$ cat src/rtl/uart_xcvr_pkg.sv
package uart_xcvr_pkg;

    localparam int unsigned DATA_MAX = 9;
    localparam int unsigned STOP_MAX = 2;
    localparam int unsigned FRAME_W  = 1 + DATA_MAX + 1 + STOP_MAX;
    localparam int unsigned CNT_W    = $clog2(FRAME_W + 1);

    typedef logic [DATA_MAX-1:0] data_t;

    typedef enum logic [2:0] {
        MODE_OFF = 3'b000,
        MODE_CH7 = 3'b100,
        MODE_CH8 = 3'b101,
        MODE_CH9 = 3'b110
    } mode_e;

    typedef struct packed {
        logic [CNT_W-1:0] nbits;
        logic             msb_first;
        logic             invert;
        logic             par_en;
        logic             par_odd;
        logic             two_stop;
    } line_cfg_t;

    typedef struct packed {
        logic [FRAME_W-1:0] bits;
        logic [CNT_W-1:0]   count;
    } frame_t;

    typedef struct packed {
        data_t data;
        logic  frame_err;
        logic  par_err;
    } rx_word_t;

    function automatic logic mode_is_uart(input logic [2:0] m);
        return (m == MODE_CH7) || (m == MODE_CH8) || (m == MODE_CH9);
    endfunction

    function automatic logic [CNT_W-1:0] mode_bits(input logic [2:0] m);
        if (m == MODE_CH7) return CNT_W'(7);
        if (m == MODE_CH9) return CNT_W'(9);
        return CNT_W'(8);
    endfunction

    // zero every bit above the character length
    function automatic data_t mask_data(input data_t d, input logic [CNT_W-1:0] n);
        data_t r;
        for (int i = 0; i < int'(DATA_MAX); i++)
            r[i] = (i < int'(n)) ? d[i] : 1'b0;
        return r;
    endfunction

    // even: xor of data; odd: its complement
    function automatic logic parity_of(input data_t d, input line_cfg_t c);
        logic p;
        p = c.par_odd;
        for (int i = 0; i < int'(DATA_MAX); i++)
            if (i < int'(c.nbits)) p = p ^ d[i];
        return p;
    endfunction

    // bit reversal of the low byte, only for 8-bit characters; self-inverse
    function automatic data_t reorder(input data_t d, input line_cfg_t c);
        data_t r;
        r = d;
        if (c.msb_first && (c.nbits == CNT_W'(8)))
            for (int i = 0; i < 8; i++) r[i] = d[7-i];
        return r;
    endfunction

    function automatic frame_t build_frame(input data_t d, input line_cfg_t c);
        frame_t f;
        data_t  m;
        data_t  o;
        int     pos;
        m      = mask_data(d, c.nbits);
        o      = reorder(m, c);
        f.bits = '1;
        f.bits[0] = 1'b0;
        for (int i = 0; i < int'(DATA_MAX); i++)
            if (i < int'(c.nbits)) f.bits[1+i] = o[i] ^ c.invert;
        pos = 1 + int'(c.nbits);
        if (c.par_en) begin
            f.bits[pos] = parity_of(m, c);
            pos = pos + 1;
        end
        f.count = CNT_W'(pos + 1 + int'(c.two_stop));
        return f;
    endfunction

endpackage

$ cat src/rtl/uart_xcvr_sync.sv
module uart_xcvr_sync #(
    parameter int unsigned STAGES = 2
) (
    input  logic clk,
    input  logic rst,
    input  logic din,
    output logic dout
);
    logic [STAGES-1:0] q;

    generate
        if (STAGES == 1) begin : g_single
            always_ff @(posedge clk) begin
                if (rst) q <= '1;
                else     q <= din;
            end
        end else begin : g_chain
            always_ff @(posedge clk) begin
                if (rst) q <= '1;
                else     q <= {q[STAGES-2:0], din};
            end
        end
    endgenerate

    assign dout = q[STAGES-1];
endmodule

$ cat src/rtl/uart_xcvr_tx.sv
module uart_xcvr_tx
    import uart_xcvr_pkg::*;
#(
    parameter int unsigned OSR = 16
) (
    input  logic      clk,
    input  logic      rst,
    input  logic      enable,
    input  line_cfg_t cfg,
    input  logic      tick,
    input  logic      arm,
    input  data_t     tx_data,
    input  logic      tx_valid,
    output logic      tx_ready,
    output logic      txd
);
    localparam int unsigned TW = $clog2(OSR);
    localparam logic [TW-1:0] T_LAST = TW'(OSR - 1);

    logic               armed;
    logic               busy;
    logic [FRAME_W-1:0] shreg;
    logic [CNT_W-1:0]   left;
    logic [TW-1:0]      tcnt;
    frame_t             next_frame;

    always_comb next_frame = build_frame(tx_data, cfg);

    always_ff @(posedge clk) begin
        if (rst || !enable) begin
            armed <= 1'b0;
            busy  <= 1'b0;
            shreg <= '1;
            left  <= '0;
            tcnt  <= '0;
        end else begin
            if (arm) armed <= 1'b1;
            if (busy) begin
                if (tick) begin
                    if (tcnt == T_LAST) begin
                        tcnt  <= '0;
                        shreg <= {1'b1, shreg[FRAME_W-1:1]};
                        left  <= left - 1'b1;
                        if (left == CNT_W'(1)) busy <= 1'b0;
                    end else begin
                        tcnt <= tcnt + 1'b1;
                    end
                end
            end else if (armed && tx_valid) begin
                shreg <= next_frame.bits;
                left  <= next_frame.count;
                tcnt  <= '0;
                busy  <= 1'b1;
            end
        end
    end

    assign tx_ready = armed && !busy;
    assign txd      = busy ? shreg[0] : 1'b1;
endmodule

$ cat src/rtl/uart_xcvr_rx.sv
module uart_xcvr_rx
    import uart_xcvr_pkg::*;
#(
    parameter int unsigned OSR = 16
) (
    input  logic      clk,
    input  logic      rst,
    input  logic      enable,
    input  line_cfg_t cfg,
    input  logic      tick,
    input  logic      rxd,
    output logic      done,
    output rx_word_t  word
);
    localparam int unsigned TW = $clog2(OSR);
    localparam logic [TW-1:0] T_LAST = TW'(OSR - 1);
    localparam logic [TW-1:0] T_MID  = TW'(OSR / 2 - 1);

    typedef enum logic [2:0] {RX_IDLE, RX_START, RX_DATA, RX_PAR, RX_STOP} rx_state_e;

    rx_state_e        state;
    logic [TW-1:0]    tcnt;
    logic [CNT_W-1:0] idx;
    data_t            raw;
    logic             pbit;
    logic             ferr;
    logic             stop_left;
    logic             line_prev;
    logic             bit_end;
    data_t            fin_data;

    assign bit_end  = tick && (tcnt == T_LAST);
    assign fin_data = mask_data(reorder(raw, cfg), cfg.nbits);

    always_ff @(posedge clk) begin
        if (rst || !enable) begin
            state     <= RX_IDLE;
            tcnt      <= '0;
            idx       <= '0;
            raw       <= '0;
            pbit      <= 1'b0;
            ferr      <= 1'b0;
            stop_left <= 1'b0;
            line_prev <= rst ? 1'b1 : rxd;
            done      <= 1'b0;
            word      <= '0;
        end else begin
            done      <= 1'b0;
            line_prev <= rxd;
            if (tick && state != RX_IDLE)
                tcnt <= bit_end ? '0 : tcnt + 1'b1;
            unique case (state)
                RX_IDLE: begin
                    if (line_prev && !rxd) begin
                        state <= RX_START;
                        tcnt  <= '0;
                    end
                end
                RX_START: begin
                    if (tick && tcnt == T_MID) begin
                        tcnt <= '0;
                        idx  <= '0;
                        ferr <= 1'b0;
                        state <= rxd ? RX_IDLE : RX_DATA;
                    end
                end
                RX_DATA: begin
                    if (bit_end) begin
                        raw[idx] <= rxd ^ cfg.invert;
                        if (idx == cfg.nbits - 1'b1) begin
                            state     <= cfg.par_en ? RX_PAR : RX_STOP;
                            stop_left <= cfg.two_stop;
                        end else begin
                            idx <= idx + 1'b1;
                        end
                    end
                end
                RX_PAR: begin
                    if (bit_end) begin
                        pbit  <= rxd;
                        state <= RX_STOP;
                    end
                end
                RX_STOP: begin
                    if (bit_end) begin
                        ferr <= ferr | !rxd;
                        if (stop_left) begin
                            stop_left <= 1'b0;
                        end else begin
                            state          <= RX_IDLE;
                            done           <= 1'b1;
                            word.data      <= fin_data;
                            word.frame_err <= ferr | !rxd;
                            word.par_err   <= cfg.par_en && (parity_of(fin_data, cfg) != pbit);
                        end
                    end
                end
                default: state <= RX_IDLE;
            endcase
        end
    end
endmodule

$ cat src/rtl/uart_xcvr_rxbuf.sv
module uart_xcvr_rxbuf
    import uart_xcvr_pkg::*;
(
    input  logic     clk,
    input  logic     rst,
    input  logic     enable,
    input  logic     done,
    input  rx_word_t word,
    input  logic     read,
    output data_t    data,
    output logic     valid,
    output logic     frame_err,
    output logic     par_err,
    output logic     overrun
);
    always_ff @(posedge clk) begin
        if (rst || !enable) begin
            data      <= '0;
            valid     <= 1'b0;
            frame_err <= 1'b0;
            par_err   <= 1'b0;
            overrun   <= 1'b0;
        end else if (done) begin
            if (valid && !read) begin
                overrun <= 1'b1;
            end else begin
                data      <= word.data;
                frame_err <= word.frame_err;
                par_err   <= word.par_err;
                valid     <= 1'b1;
                overrun   <= 1'b0;
            end
        end else if (read) begin
            valid     <= 1'b0;
            frame_err <= 1'b0;
            par_err   <= 1'b0;
            overrun   <= 1'b0;
        end
    end
endmodule

$ cat src/rtl/uart_xcvr.sv
module uart_xcvr
    import uart_xcvr_pkg::*;
#(
    parameter int unsigned OSR         = 16,
    parameter int unsigned SYNC_STAGES = 2
) (
    input  logic                clk,
    input  logic                rst,
    input  logic                baud_tick,
    input  logic [2:0]          mode,
    input  logic                msb_first,
    input  logic                invert,
    input  logic                par_en,
    input  logic                par_odd,
    input  logic                two_stop,
    input  logic                tx_arm,
    input  logic                rx_en,
    input  logic [DATA_MAX-1:0] tx_data,
    input  logic                tx_valid,
    output logic                tx_ready,
    output logic                txd,
    input  logic                rxd,
    input  logic                rx_read,
    output logic [DATA_MAX-1:0] rx_data,
    output logic                rx_valid,
    output logic                rx_frame_err,
    output logic                rx_par_err,
    output logic                rx_overrun
);
    line_cfg_t cfg;
    logic      uart_on;
    logic      rx_on;
    logic      rxd_s;
    logic      rx_done;
    rx_word_t  rx_word;

    always_comb begin
        cfg.nbits     = mode_bits(mode);
        cfg.msb_first = msb_first;
        cfg.invert    = invert;
        cfg.par_en    = par_en;
        cfg.par_odd   = par_odd;
        cfg.two_stop  = two_stop;
    end

    assign uart_on = mode_is_uart(mode);
    assign rx_on   = uart_on && rx_en;

    uart_xcvr_tx #(.OSR(OSR)) u_tx (
        .clk(clk), .rst(rst), .enable(uart_on), .cfg(cfg), .tick(baud_tick),
        .arm(tx_arm), .tx_data(tx_data), .tx_valid(tx_valid),
        .tx_ready(tx_ready), .txd(txd)
    );

    uart_xcvr_sync #(.STAGES(SYNC_STAGES)) u_sync (
        .clk(clk), .rst(rst), .din(rxd), .dout(rxd_s)
    );

    uart_xcvr_rx #(.OSR(OSR)) u_rx (
        .clk(clk), .rst(rst), .enable(rx_on), .cfg(cfg), .tick(baud_tick),
        .rxd(rxd_s), .done(rx_done), .word(rx_word)
    );

    uart_xcvr_rxbuf u_buf (
        .clk(clk), .rst(rst), .enable(rx_on), .done(rx_done), .word(rx_word),
        .read(rx_read), .data(rx_data), .valid(rx_valid),
        .frame_err(rx_frame_err), .par_err(rx_par_err), .overrun(rx_overrun)
    );
endmodule

$ cat config.mk
export PLATFORM = sky130hd
export DESIGN_NAME = uart_xcvr
export DESIGN_NICKNAME = d
export VERILOG_FILES = /design/src/rtl/uart_xcvr_pkg.sv /design/src/rtl/uart_xcvr_sync.sv /design/src/rtl/uart_xcvr_tx.sv /design/src/rtl/uart_xcvr_rx.sv /design/src/rtl/uart_xcvr_rxbuf.sv /design/src/rtl/uart_xcvr.sv
export SDC_FILE = /design/constraint.sdc
export NUM_CORES = 1
export LEC_CHECK = 0
export ABC_CLOCK_PERIOD_IN_PS = 4200
export BUFFER_PORTS_ARGS = -buffer_cell sky130_fd_sc_hd__buf_2
export CELL_PAD_IN_SITES_DETAIL_PLACEMENT = 1
export CELL_PAD_IN_SITES_GLOBAL_PLACEMENT = 1
export CORE_MARGIN = 8
export CORE_UTILIZATION = 45
export DETAILED_ROUTE_END_ITERATION = 16
export HOLD_SLACK_MARGIN = 0.08
export PLACE_DENSITY = 0.88
export SYNTH_ARGS = -nofsm -noshare
export SYNTH_HDL_FRONTEND = slang
export SYNTH_SLANG_ARGS = --single-unit
export TNS_END_PERCENT = 50
$ cat constraint.sdc
create_clock -name clk -period 4.2 [get_ports clk]
set_input_delay 0.21 -clock clk [delete_from_list [all_inputs] [get_ports clk]]
set_output_delay 0.21 -clock clk [all_outputs]
set_load 0.02 [all_outputs]
======== Yosys cells after proc, flatten, opt, wreduce, memory -nomap -nowiden ========
Cells that the tools add are included.
Widths: inputs -> output; s select.
word-level totals
  bits in registers ....................... 74
  input port bits ......................... 25
operators by class
  bitwise operators ....................... 33
  $lt $le $gt $ge ......................... 13
  add/subtract/negate cells ............... 9
  reduce and logical (&&, ||, !) cells .... 40
  eq/ne operators ......................... 25
  mux-type cells .......................... 163
operators by type and width
  operator             count
  $mux 1               118
  $mux 4               20
  $mux 13              5
  $xor 1x1->1          28
  $mux 3               8
  $add 4x1->4 const B  4
  $lt 3x4->1 const A   4
  $mux 8               2
  $pmux 4 s2           2
  $pmux 3 s5           1
  $bwmux 13            1
  $eq 3x3->1 const B   4
  $eq 4x4->1 const B   3
  $logic_and 1x1->1    12
  $ne 2x1->1 const B   6
  $ne 2x2->1 const B   5
  $reduce_and 2->1     5
  $reduce_bool 2->1    5
  $bwmux 9             1
  $reduce_and 3->1     3
  $demux 1 s4          2
  $lt 1x4->1 const A   2
  $lt 2x4->1 const A   2
  $reduce_and 4->1     2
  25 further kinds     38

======== Logic depth before layout (Yosys ltp) ========
Gate-level depths: netlist of run 1.
  depth in word-level cells ............... 65
  gate-level depth with buffers ........... 8
  gate-level depth less buffers ........... 7

======== Cells and area by module ========
A second synthesis of run 1 with hierarchy kept.
second synthesis, totals
  cell total of the unflattened synthesis .. 612
  area total of the unflattened synthesis .. 4921.0 µm²
by module, submodules not included
  module           seq. area each (µm²)  times used  cells each  area each (µm²)
  uart_xcvr_rx     720.7                 1           270         2187.1
  uart_xcvr_tx     460.4                 1           274         2092.0
  uart_xcvr_rxbuf  260.2                 1           59          549.3
  uart_xcvr_sync   40.0                  1           4           52.6
  uart_xcvr        0.0                   1           5           40.0

======== Worst setup path after synthesis of run 1 ========
No wires, ideal clock.
  kind .................................... reg-to-reg
  from .................................... register u_rx.state[2]
  to ...................................... register u_rx.raw[7]
  cell stages (with the launch flop) ...... 8
  setup slack ............................. 2.353 ns
  clock period less this slack ............ 1.847 ns
  arrival ................................. 1.715 ns
  cells stage by stage .................... dfxtp_1 > clkbuf_1 > nor3b_1 > inv_1 > nor4_1 > nand2_1 > nor2_1 > nor3_1
on the way
  cells in the longest elaborated chain, start to end .. 2
ends and longest elaborated chain
  item                             line                text
  from (decl)                      uart_xcvr_rx.sv:21  rx_state_e state;
  from (signal assigned)           uart_xcvr_rx.sv:64  state <= rxd ? RX_IDLE : RX_DATA;
  from (signal assigned)           uart_xcvr_rx.sv:71  state <= cfg.par_en ? RX_PAR : RX_STOP;
  $eq 3x2->1                       uart_xcvr_rx.sv:52  unique case (state)
  $reduce_and 2->1 (no line)       -
  to (signal, indexed assignment)  uart_xcvr_rx.sv:69  raw[idx] <= rxd ^ cfg.invert;
  to (decl)                        uart_xcvr_rx.sv:24  data_t raw;
Every way passes these cells.
A chain may end at the register's enable or synchronous reset.

======== Final worst setup path of run 1 ========
  from .................................... register u_tx.busy
  to ...................................... register u_tx.shreg[6]
on the way
  cells in the longest elaborated chain, start to end .. 2
ends and longest elaborated chain
  item                                                              line                text
  from (decl)                                                       uart_xcvr_tx.sv:21  logic busy;
  from (signal assigned)                                            uart_xcvr_tx.sv:32  busy <= 1'b0;
  from (signal assigned)                                            uart_xcvr_tx.sv:44  if (left == CNT_W'(1)) busy <= 1'b0;
  from (signal assigned)                                            uart_xcvr_tx.sv:53  busy <= 1'b1;
  $ne 2x2->1 (no line) / $reduce_bool 2->1 (equally long branches)  -
  $reduce_and 3->1 (no line)                                        -
  to (signal assigned)                                              uart_xcvr_tx.sv:42  shreg <= {1'b1, shreg[FRAME_W-1:1]};
  to (signal assigned)                                              uart_xcvr_tx.sv:50  shreg <= next_frame.bits;
  to (decl)                                                         uart_xcvr_tx.sv:22  logic [FRAME_W-1:0] shreg;
Parallel ways exist; a longest one is shown, timed or not.

==> flow_metrics.py, run 1 <==
metrics = {
    "placement": {
        "port_buffers": 39,
        "place_hpwl_um": 7390,
        "placedCellCount": 596,
        "post-place-ws_ns": 1.64,
        "gp_congestion": 0.868,
    },
    "pwr": {
        "power_frac_comb_pct": 8.3,
        "switching_share_pct": 24.5,
        "clockPowerShare_pct": 42.7,
        "vdd.ir_drop.worst_uv": 179,
        "cell_internal_pwr_mw": 1.09,
        "pwr_density_cell_nw_per_um2": 338,
        "power.sequential.fraction_pct": 49.1,
        "power.leakage_nw": 1.61,
        "switching_power_mw": 0.352,
    },
    "sta": {
        "finalMaxSlewViolations": 0,
        "hold_viol": 0,
        "setup_viol": 0,
        "setup-tns-final_ns": 0,
        "max_freq_mhz": 390,
        "timing_worst_slew_pin_value_ns": 0.944,
        "post-route-worst-setup-slack_ns": 1.63,
        "timing.max_slew.rel_slack_pct": 36.7,
        "rsz_0062_raised_after_global_routing": "no",
        "min_period_over_period_pct": 61.1,
        "layout_min_cycle_time_ns": 2.57,
        "clock-skew-final_ns": 0.00721,
    },
    "global_route": {
        "maximum_number_of_pins_on_one_net_before_global_route_repair": 39,
        "antenna_found_initial": 0,
        "gr-total-overflow": 0,
        "grt_first_pass_wirelength_um": 17300,
        "grt_use_total_pct": 18.4,
        "grt_pass1_vias": 3594,
    },
    "job": {
        "cap_violations": 0,
    },
    "hold_path": {
        "hold_path_end": "u_rx.line_prev",
        "min_path_type": "input pin to flop",
        "holdPathStages": 2,
        "hold_path_startpoint": "rst",
    },
    "detailed_routing": {
        "via_cell_ratio": 5.58,
        "vias": 3430,
        "drt_iter0_markers": 128,
        "drt_drc_violations_left": 0,
        "wire_per_inst_um": 16.4,
        "detail_route.first_pass.iterations": 4,
        "detail-route-antenna-nets": 0,
        "routed_wirelength_um": 10100,
    },
    "critical_path": {
        "timing.setup.critical_path_class": "flop to flop",
        "setup_crit_end_kind": "flop",
        "origin_of_the_critical_flop_to_flop_path": "u_tx.busy",
        "ff2ff_setup_slack_ns": 1.63,
        "worst_ep_arrival_time_ns": 2.78,
        "data_required_time_of_the_critical_path_ns": 4.41,
        "critical_path_peak_fanout": 25,
        "worstRegToRegCells": 5,
        "reg2reg_to": "u_tx.shreg[6]",
        "sort_of_element_at_the_start_of_the_critical_path": "flop",
    },
    "layout": {
        "final_cells": 615,
        "drive_above_1_share_pct": 12.2,
        "fillCellCount": 1023,
        "sequential_cell_area_um2": 1480,
        "areaGrowthSynthToFinish_pct": 12.7,
        "n_antenna_cell": 0,
        "multi_input_comb_area_um2": 2150,
        "nNetsFinal": 540,
    },
    "clock_tree": {
        "ctsHtreeMaxLevel": 3,
        "clk_path_buf_depth": 2,
        "tritoncts": "done",
        "root_buffer_selected_by_cts": "sky130_fd_sc_hd__clkbuf_8",
        "cts_buffers": 9,
        "worstSkewPairLatency_ns": 0.36,
        "clkSlewWorstSetupHoldPaths_ns": 0.08,
        "post_cts.resized_instances": 0,
        "cts_num_sinks": 74,
    },
    "logic_synthesis": {
        "yosys-top-cells-count": "75 x sky130_fd_sc_hd__nand2_1, 74 x sky130_fd_sc_hd__dfxtp_1, 55 x sky130_fd_sc_hd__nor2_1, 40 x sky130_fd_sc_hd__a21oi_1, 22 x sky130_fd_sc_hd__o21ai_0",
        "syn_nets": 511,
        "postSynthRegisterBits": 74,
        "synthTopCellsByArea": "sky130_fd_sc_hd__dfxtp_1 39%, sky130_fd_sc_hd__nand2_1 7.4%, sky130_fd_sc_hd__nor2_1 5.5%",
        "synth_edf_count": 0,
        "synth.avg_cell_area_um2": 7.94,
        "synth_top_flop_cell": "sky130_fd_sc_hd__dfxtp_1",
        "synth.distinct_cells": 49,
        "yosys.area.top_type": "sky130_fd_sc_hd__dfxtp_1",
        "synth.most_common_cell": "sky130_fd_sc_hd__nand2_1",
        "synth_seq_area_share_pct": 39.2,
        "async_flop_share_pct": 0,
        "synth.cell_area_um2": 3780,
        "ys_warn_count": 0,
        "synthesis.instances": 476,
        "synthDominantCellAreaShare_pct": 39.2,
    },
    "run_status": {
        "run_status": "complete, no violations",
    },
    "die": {
        "floorplan.rows": 33,
        "floorplan.core_area_um2": 8180,
        "die-width_um": 108,
        "start_util_pct": 46.3,
        "io-pin-count": 40,
        "dieArea_um2": 11600,
        "floorplan.die.height_um": 108,
    },
}
routing by layer:
layer	global-route usage, %	share of wire [%]	vias to the layer above
met5	0	0	-
met4	7.53	1.7	0
met3	3.71	4.1	12
met2	32.7	50	63
met1	20.9	44	1650
li1	-	-	1705
worst max-delay path, cell delays in order, from the launching register on:
cell                      delay, ns
sky130_fd_sc_hd__dfxtp_1       0.86
sky130_fd_sc_hd__inv_1         0.26
sky130_fd_sc_hd__or2_2         0.45
sky130_fd_sc_hd__nand2_1       0.52
sky130_fd_sc_hd__o211a_1       0.24
sky130_fd_sc_hd__o21ai_0       0.08
through the flow:
| stage | total power [mW] | util (%) | hold WS, ns | area (um2) |
|---|---|---|---|---|
| after floorplan | 0.799 | - | 0.288 | 3780 |
| after global placement | 0.835 | 49.1 | 0.398 | 4020 |
| after CTS | 1.46 | 52.1 | 0.0974 | 4260 |
| final | 1.44 | 52.1 | 0.101 | 4260 |
| after global routing | 1.50 | 52.1 | 0.0897 | 4260 |
| after detailed placement | 0.838 | 49.1 | 0.398 | 4020 |
flip-flops by register name (all words and copies together) (netlist names), 2 cells and up:
signal,flops
u_tx.shreg,13
u_rx.state,3
u_rx.idx,4
u_buf.data,9
u_rx.tcnt,4
u_sync.q,2
u_rx.raw,9
u_tx.tcnt,4
u_tx.left,4
u_rx.word,11
what timing repair did:
item / 4_1_cts / 5_1_grt
buffers inserted: 0 / 0
endpoints found under the hold margin: 3 / 0
hold buffers: 3 / 0
power groups by stage:
| stage | Sequential, mW | Clock (mW) | Combinational (mW) |
|---|---|---|---|
| 6_report | 0.707 | 0.615 | 0.119 |
| 5_1_grt | 0.708 | 0.664 | 0.130 |
| 4_1_cts | 0.707 | 0.631 | 0.119 |
| 3_5_place_dp | 0.724 | 0 | 0.114 |
| 3_3_place_gp | 0.723 | 0 | 0.111 |
| 2_1_floorplan | 0.722 | 0 | 0.0775 |
final cells by class:
type	instances	area share, %
Clock buffer	10	2.99
Sequential cell	74	34.8
Multi-Input combinational cell	363	50.4
Timing Repair Buffer	43	5.46
Clock inverter	6	2.11
Tap cell	105	3.08
Inverter	14	1.23
layout by cell type (no fill, tap or decap), drive strengths merged, types with 6 or more instances in the layout:
master  synthesis  final
nand2          75     75
dfxtp          74     74
nor2           55     55
a21oi          40     40
buf             9     40
o21ai          22     22
xnor2          20     20
nand3          20     20
inv            14     15
xor2           13     13
nor3           13     13
mux2i          12     12
ha             10     10
clkbuf         16     10
a311oi          9      9
nand4           8      8
o211a           7      7
and2            6      6
kinds of logic after synthesis:
kind of cell	synth area share [%]
AOI/OAI and AO/OA	16.5
xor gates and xnor gates	8.24
adders and majority gates	3.31
buffers and inverters	4.04
DFF	39.2
muxes	3.18
and+or+nand+nor	25.5
worst max-delay path by stage:
stage	startpoint	endpoint	slack, ns	cells after the start
6_report	u_tx.busy	u_tx.shreg[6]	1.63	5
5_1_grt	u_tx.busy	u_tx.left[2]	1.31	5
4_1_cts	u_tx.busy	u_tx.shreg[6]	1.65	5
3_5_place_dp	u_tx.busy	u_tx.shreg[6]	1.64	5
3_3_place_gp	u_tx.busy	u_tx.shreg[1]	1.79	5
2_1_floorplan	u_rx.state[2]	u_rx.raw[7]	2.35	7
Note: power is estimated with default switching activity, not from simulation.
==> run 2, diff against run 1 <==
--- a/config.mk
+++ b/config.mk
@@ -5,15 +5,15 @@
 export SDC_FILE = /design/constraint.sdc
 export NUM_CORES = 1
 export LEC_CHECK = 0
-export ABC_CLOCK_PERIOD_IN_PS = 4200
+export ABC_CLOCK_PERIOD_IN_PS = 2400
 export BUFFER_PORTS_ARGS = -buffer_cell sky130_fd_sc_hd__buf_2
 export CELL_PAD_IN_SITES_DETAIL_PLACEMENT = 1
 export CELL_PAD_IN_SITES_GLOBAL_PLACEMENT = 1
 export CORE_MARGIN = 8
-export CORE_UTILIZATION = 45
+export CORE_UTILIZATION = 44
 export DETAILED_ROUTE_END_ITERATION = 16
 export HOLD_SLACK_MARGIN = 0.08
-export PLACE_DENSITY = 0.88
+export PLACE_DENSITY = 0.86
 export SYNTH_ARGS = -nofsm -noshare
 export SYNTH_HDL_FRONTEND = slang
 export SYNTH_SLANG_ARGS = --single-unit
==> constraint.sdc (replaced) <==
create_clock -name clk -period 2.4 [get_ports clk]
set_input_delay 0.12 -clock clk [delete_from_list [all_inputs] [get_ports clk]]
set_output_delay 0.12 -clock clk [all_outputs]
set_load 0.02 [all_outputs]
==> flow_metrics.py, run 2 (synthesized netlist as in run 1, its figures left out) <==
metrics = {
    "run_status": {
        "run_status": "complete, no violations",
    },
    "placement": {
        "port_buffers": 39,
        "placedCellCount": 607,
        "placed_cell_area_um2": 4080,
        "gp_congestion": 0.861,
        "place_hpwl_um": 7380,
        "post-place-ws_ns": 0.399,
    },
    "critical_path": {
        "ff2ff_setup_slack_ns": 0.35,
        "reg2reg_to": "u_rx.state[0]",
        "cpPeakStageDelay_ns": 0.41,
        "origin_of_the_critical_flop_to_flop_path": "u_rx.tcnt[0]",
        "worstRegToRegCells": 6,
        "setup_crit_end_kind": "flop",
        "critical_path_peak_fanout": 7,
        "critical_path.cell_chain": "ha_1, nand4_1, a221oi_1, a21oi_1, a221o_1, a211oi_1",
        "timing.setup.critical_path_class": "flop to flop",
        "worst_ep_arrival_time_ns": 2.31,
        "data_required_time_of_the_critical_path_ns": 2.65,
        "critPathSlowestCell": "sky130_fd_sc_hd__dfxtp_1",
        "sort_of_element_at_the_start_of_the_critical_path": "flop",
    },
    "pwr": {
        "cell_internal_pwr_mw": 1.72,
        "power.leakage_nw": 1.64,
        "power.sequential.fraction_pct": 53.6,
        "totalPowerFinal_mw": 2.31,
        "switching_power_mw": 0.588,
        "power_frac_comb_pct": 9.2,
        "pwr_density_cell_nw_per_um2": 536,
        "clockPowerShare_pct": 37.2,
        "vdd.ir_drop.worst_uv": 292,
        "switching_share_pct": 25.5,
    },
    "sta": {
        "finalMaxSlewViolations": 0,
        "rsz_0062_raised_after_global_routing": "no",
        "layout_min_cycle_time_ns": 2.05,
        "clock-skew-final_ns": 0.00638,
        "timing_worst_slew_pin_value_ns": 0.657,
        "timing.max_slew.rel_slack_pct": 56.1,
        "post-route-worst-setup-slack_ns": 0.347,
        "min_period_over_period_pct": 85.6,
        "fin_hold_ws_ns": 0.0927,
        "setup-tns-final_ns": 0,
        "hold_viol": 0,
        "setup_viol": 0,
        "max_freq_mhz": 487,
    },
    "layout": {
        "sequential_cell_area_um2": 1480,
        "final_cells": 628,
        "largest_register_ffs": 13,
        "areaGrowthSynthToFinish_pct": 13.7,
        "finish.instance_area_um2": 4300,
        "fillCellCount": 1086,
        "n_antenna_cell": 0,
        "nNetsFinal": 550,
        "regMostFlops": "u_tx.shreg",
        "most_common_cell_after_layout_fill_and_taps_aside": "sky130_fd_sc_hd__nand2_1",
        "reg_top3": "u_tx.shreg (13), u_rx.word (11)",
        "mostFrequentLayoutCells": "75 x sky130_fd_sc_hd__nand2_1, 74 x sky130_fd_sc_hd__dfxtp_1, 55 x sky130_fd_sc_hd__nor2_1, 40 x sky130_fd_sc_hd__a21oi_1, 39 x sky130_fd_sc_hd__buf_2",
        "drive_above_1_share_pct": 13.5,
        "multi_input_comb_area_um2": 2150,
        "post_route_utilization_pct": 50.5,
    },
    "die": {
        "dieArea_um2": 11800,
        "io-pin-count": 40,
        "floorplan.rows": 34,
        "floorplan.die.height_um": 109,
        "start_util_pct": 44.4,
        "die-width_um": 109,
        "floorplan.core_area_um2": 8510,
    },
    "clock_tree": {
        "worstSkewPairLatency_ns": 0.34,
        "post_cts.resized_instances": 0,
        "post_cts_hold_buffer_count": 5,
        "cts_num_sinks": 74,
        "clk_path_buf_depth": 2,
        "tritoncts": "done",
        "clkSlewWorstSetupHoldPaths_ns": 0.08,
        "root_buffer_selected_by_cts": "sky130_fd_sc_hd__clkbuf_8",
        "ctsHtreeMaxLevel": 3,
        "cts_buffers": 9,
        "post-cts-setup-buffer-count": 0,
    },
    "detailed_routing": {
        "wire_per_inst_um": 16.0,
        "drt_drc_violations_left": 0,
        "top_signal_layer_used": "met4",
        "vias": 3476,
        "detail_route.first_pass.iterations": 4,
        "wl_met1_um": 4450,
        "drt_iter0_markers": 125,
        "route.met3.wl_um": 436,
        "detail-route-antenna-nets": 0,
        "met2_wirelength_um": 5040,
        "via_cell_ratio": 5.54,
        "routed_wirelength_um": 10100,
    },
    "global_route": {
        "maximum_number_of_pins_on_one_net_before_global_route_repair": 39,
        "grt_first_pass_wirelength_um": 16600,
        "gr-total-overflow": 0,
        "antenna_found_initial": 0,
        "grt_pass1_vias": 3483,
        "grt_use_total_pct": 17.3,
    },
    "job": {
        "cap_violations": 0,
    },
    "hold_path": {
        "hold_path_end": "u_rx.stop_left",
        "holdPathStages": 3,
        "min_path_type": "input pin to flop",
        "hold_path_startpoint": "two_stop",
    },
}
==> run 2: worst max-delay path by stage <==
stage	slack, ns	to	cells past startpoint	start
2_1_floorplan	0.55	u_rx.raw[7]	7	u_rx.state[2]
5_1_grt	0.23	u_rx.raw[1]	6	u_rx.tcnt[0]
6_report	0.35	u_rx.state[0]	6	u_rx.tcnt[0]
4_1_cts	0.39	u_rx.state[0]	6	u_rx.tcnt[0]
3_5_place_dp	0.40	u_rx.state[0]	7	mode[0]
3_3_place_gp	0.49	u_rx.state[0]	6	mode[0]
==> run 2: layout make-up <==
class                           count  share of cell area [%]
Clock buffer                       11                    3.29
Sequential cell                    74                    34.4
Multi-Input combinational cell    363                    49.9
Tap cell                          108                    3.14
Timing Repair Buffer               53                    7.27
Clock inverter                      5                   0.698
Inverter                           14                    1.22
==> run 2: power groups by stage <==
| stage | logic (mW) | clock network, mW | registers [mW] |
|---|---|---|---|
| after floorplan | 0.136 | 0 | 1.26 |
| after global placement | 0.197 | 0 | 1.26 |
| after detailed placement | 0.205 | 0 | 1.27 |
| after CTS | 0.212 | 0.891 | 1.24 |
| after global routing | 0.230 | 0.934 | 1.24 |
| final | 0.211 | 0.859 | 1.24 |
==> run 2: per-layer routing <==
layer,track usage (%),vias to the layer above
met5,0,-
met4,6.16,0
met3,4.08,14
met2,30.6,63
met1,20.0,1662
li1,-,1737
==> run 2: critical path, delay by kind of cell (launching register included) <==
family                   cells  cell delay, ns
AND/OR/NAND/NOR              1            0.29
AO/OA/AOI/OAI                4            1.01
flip-flops                   1            0.41
adder cells (fa/ha/maj)      1            0.26
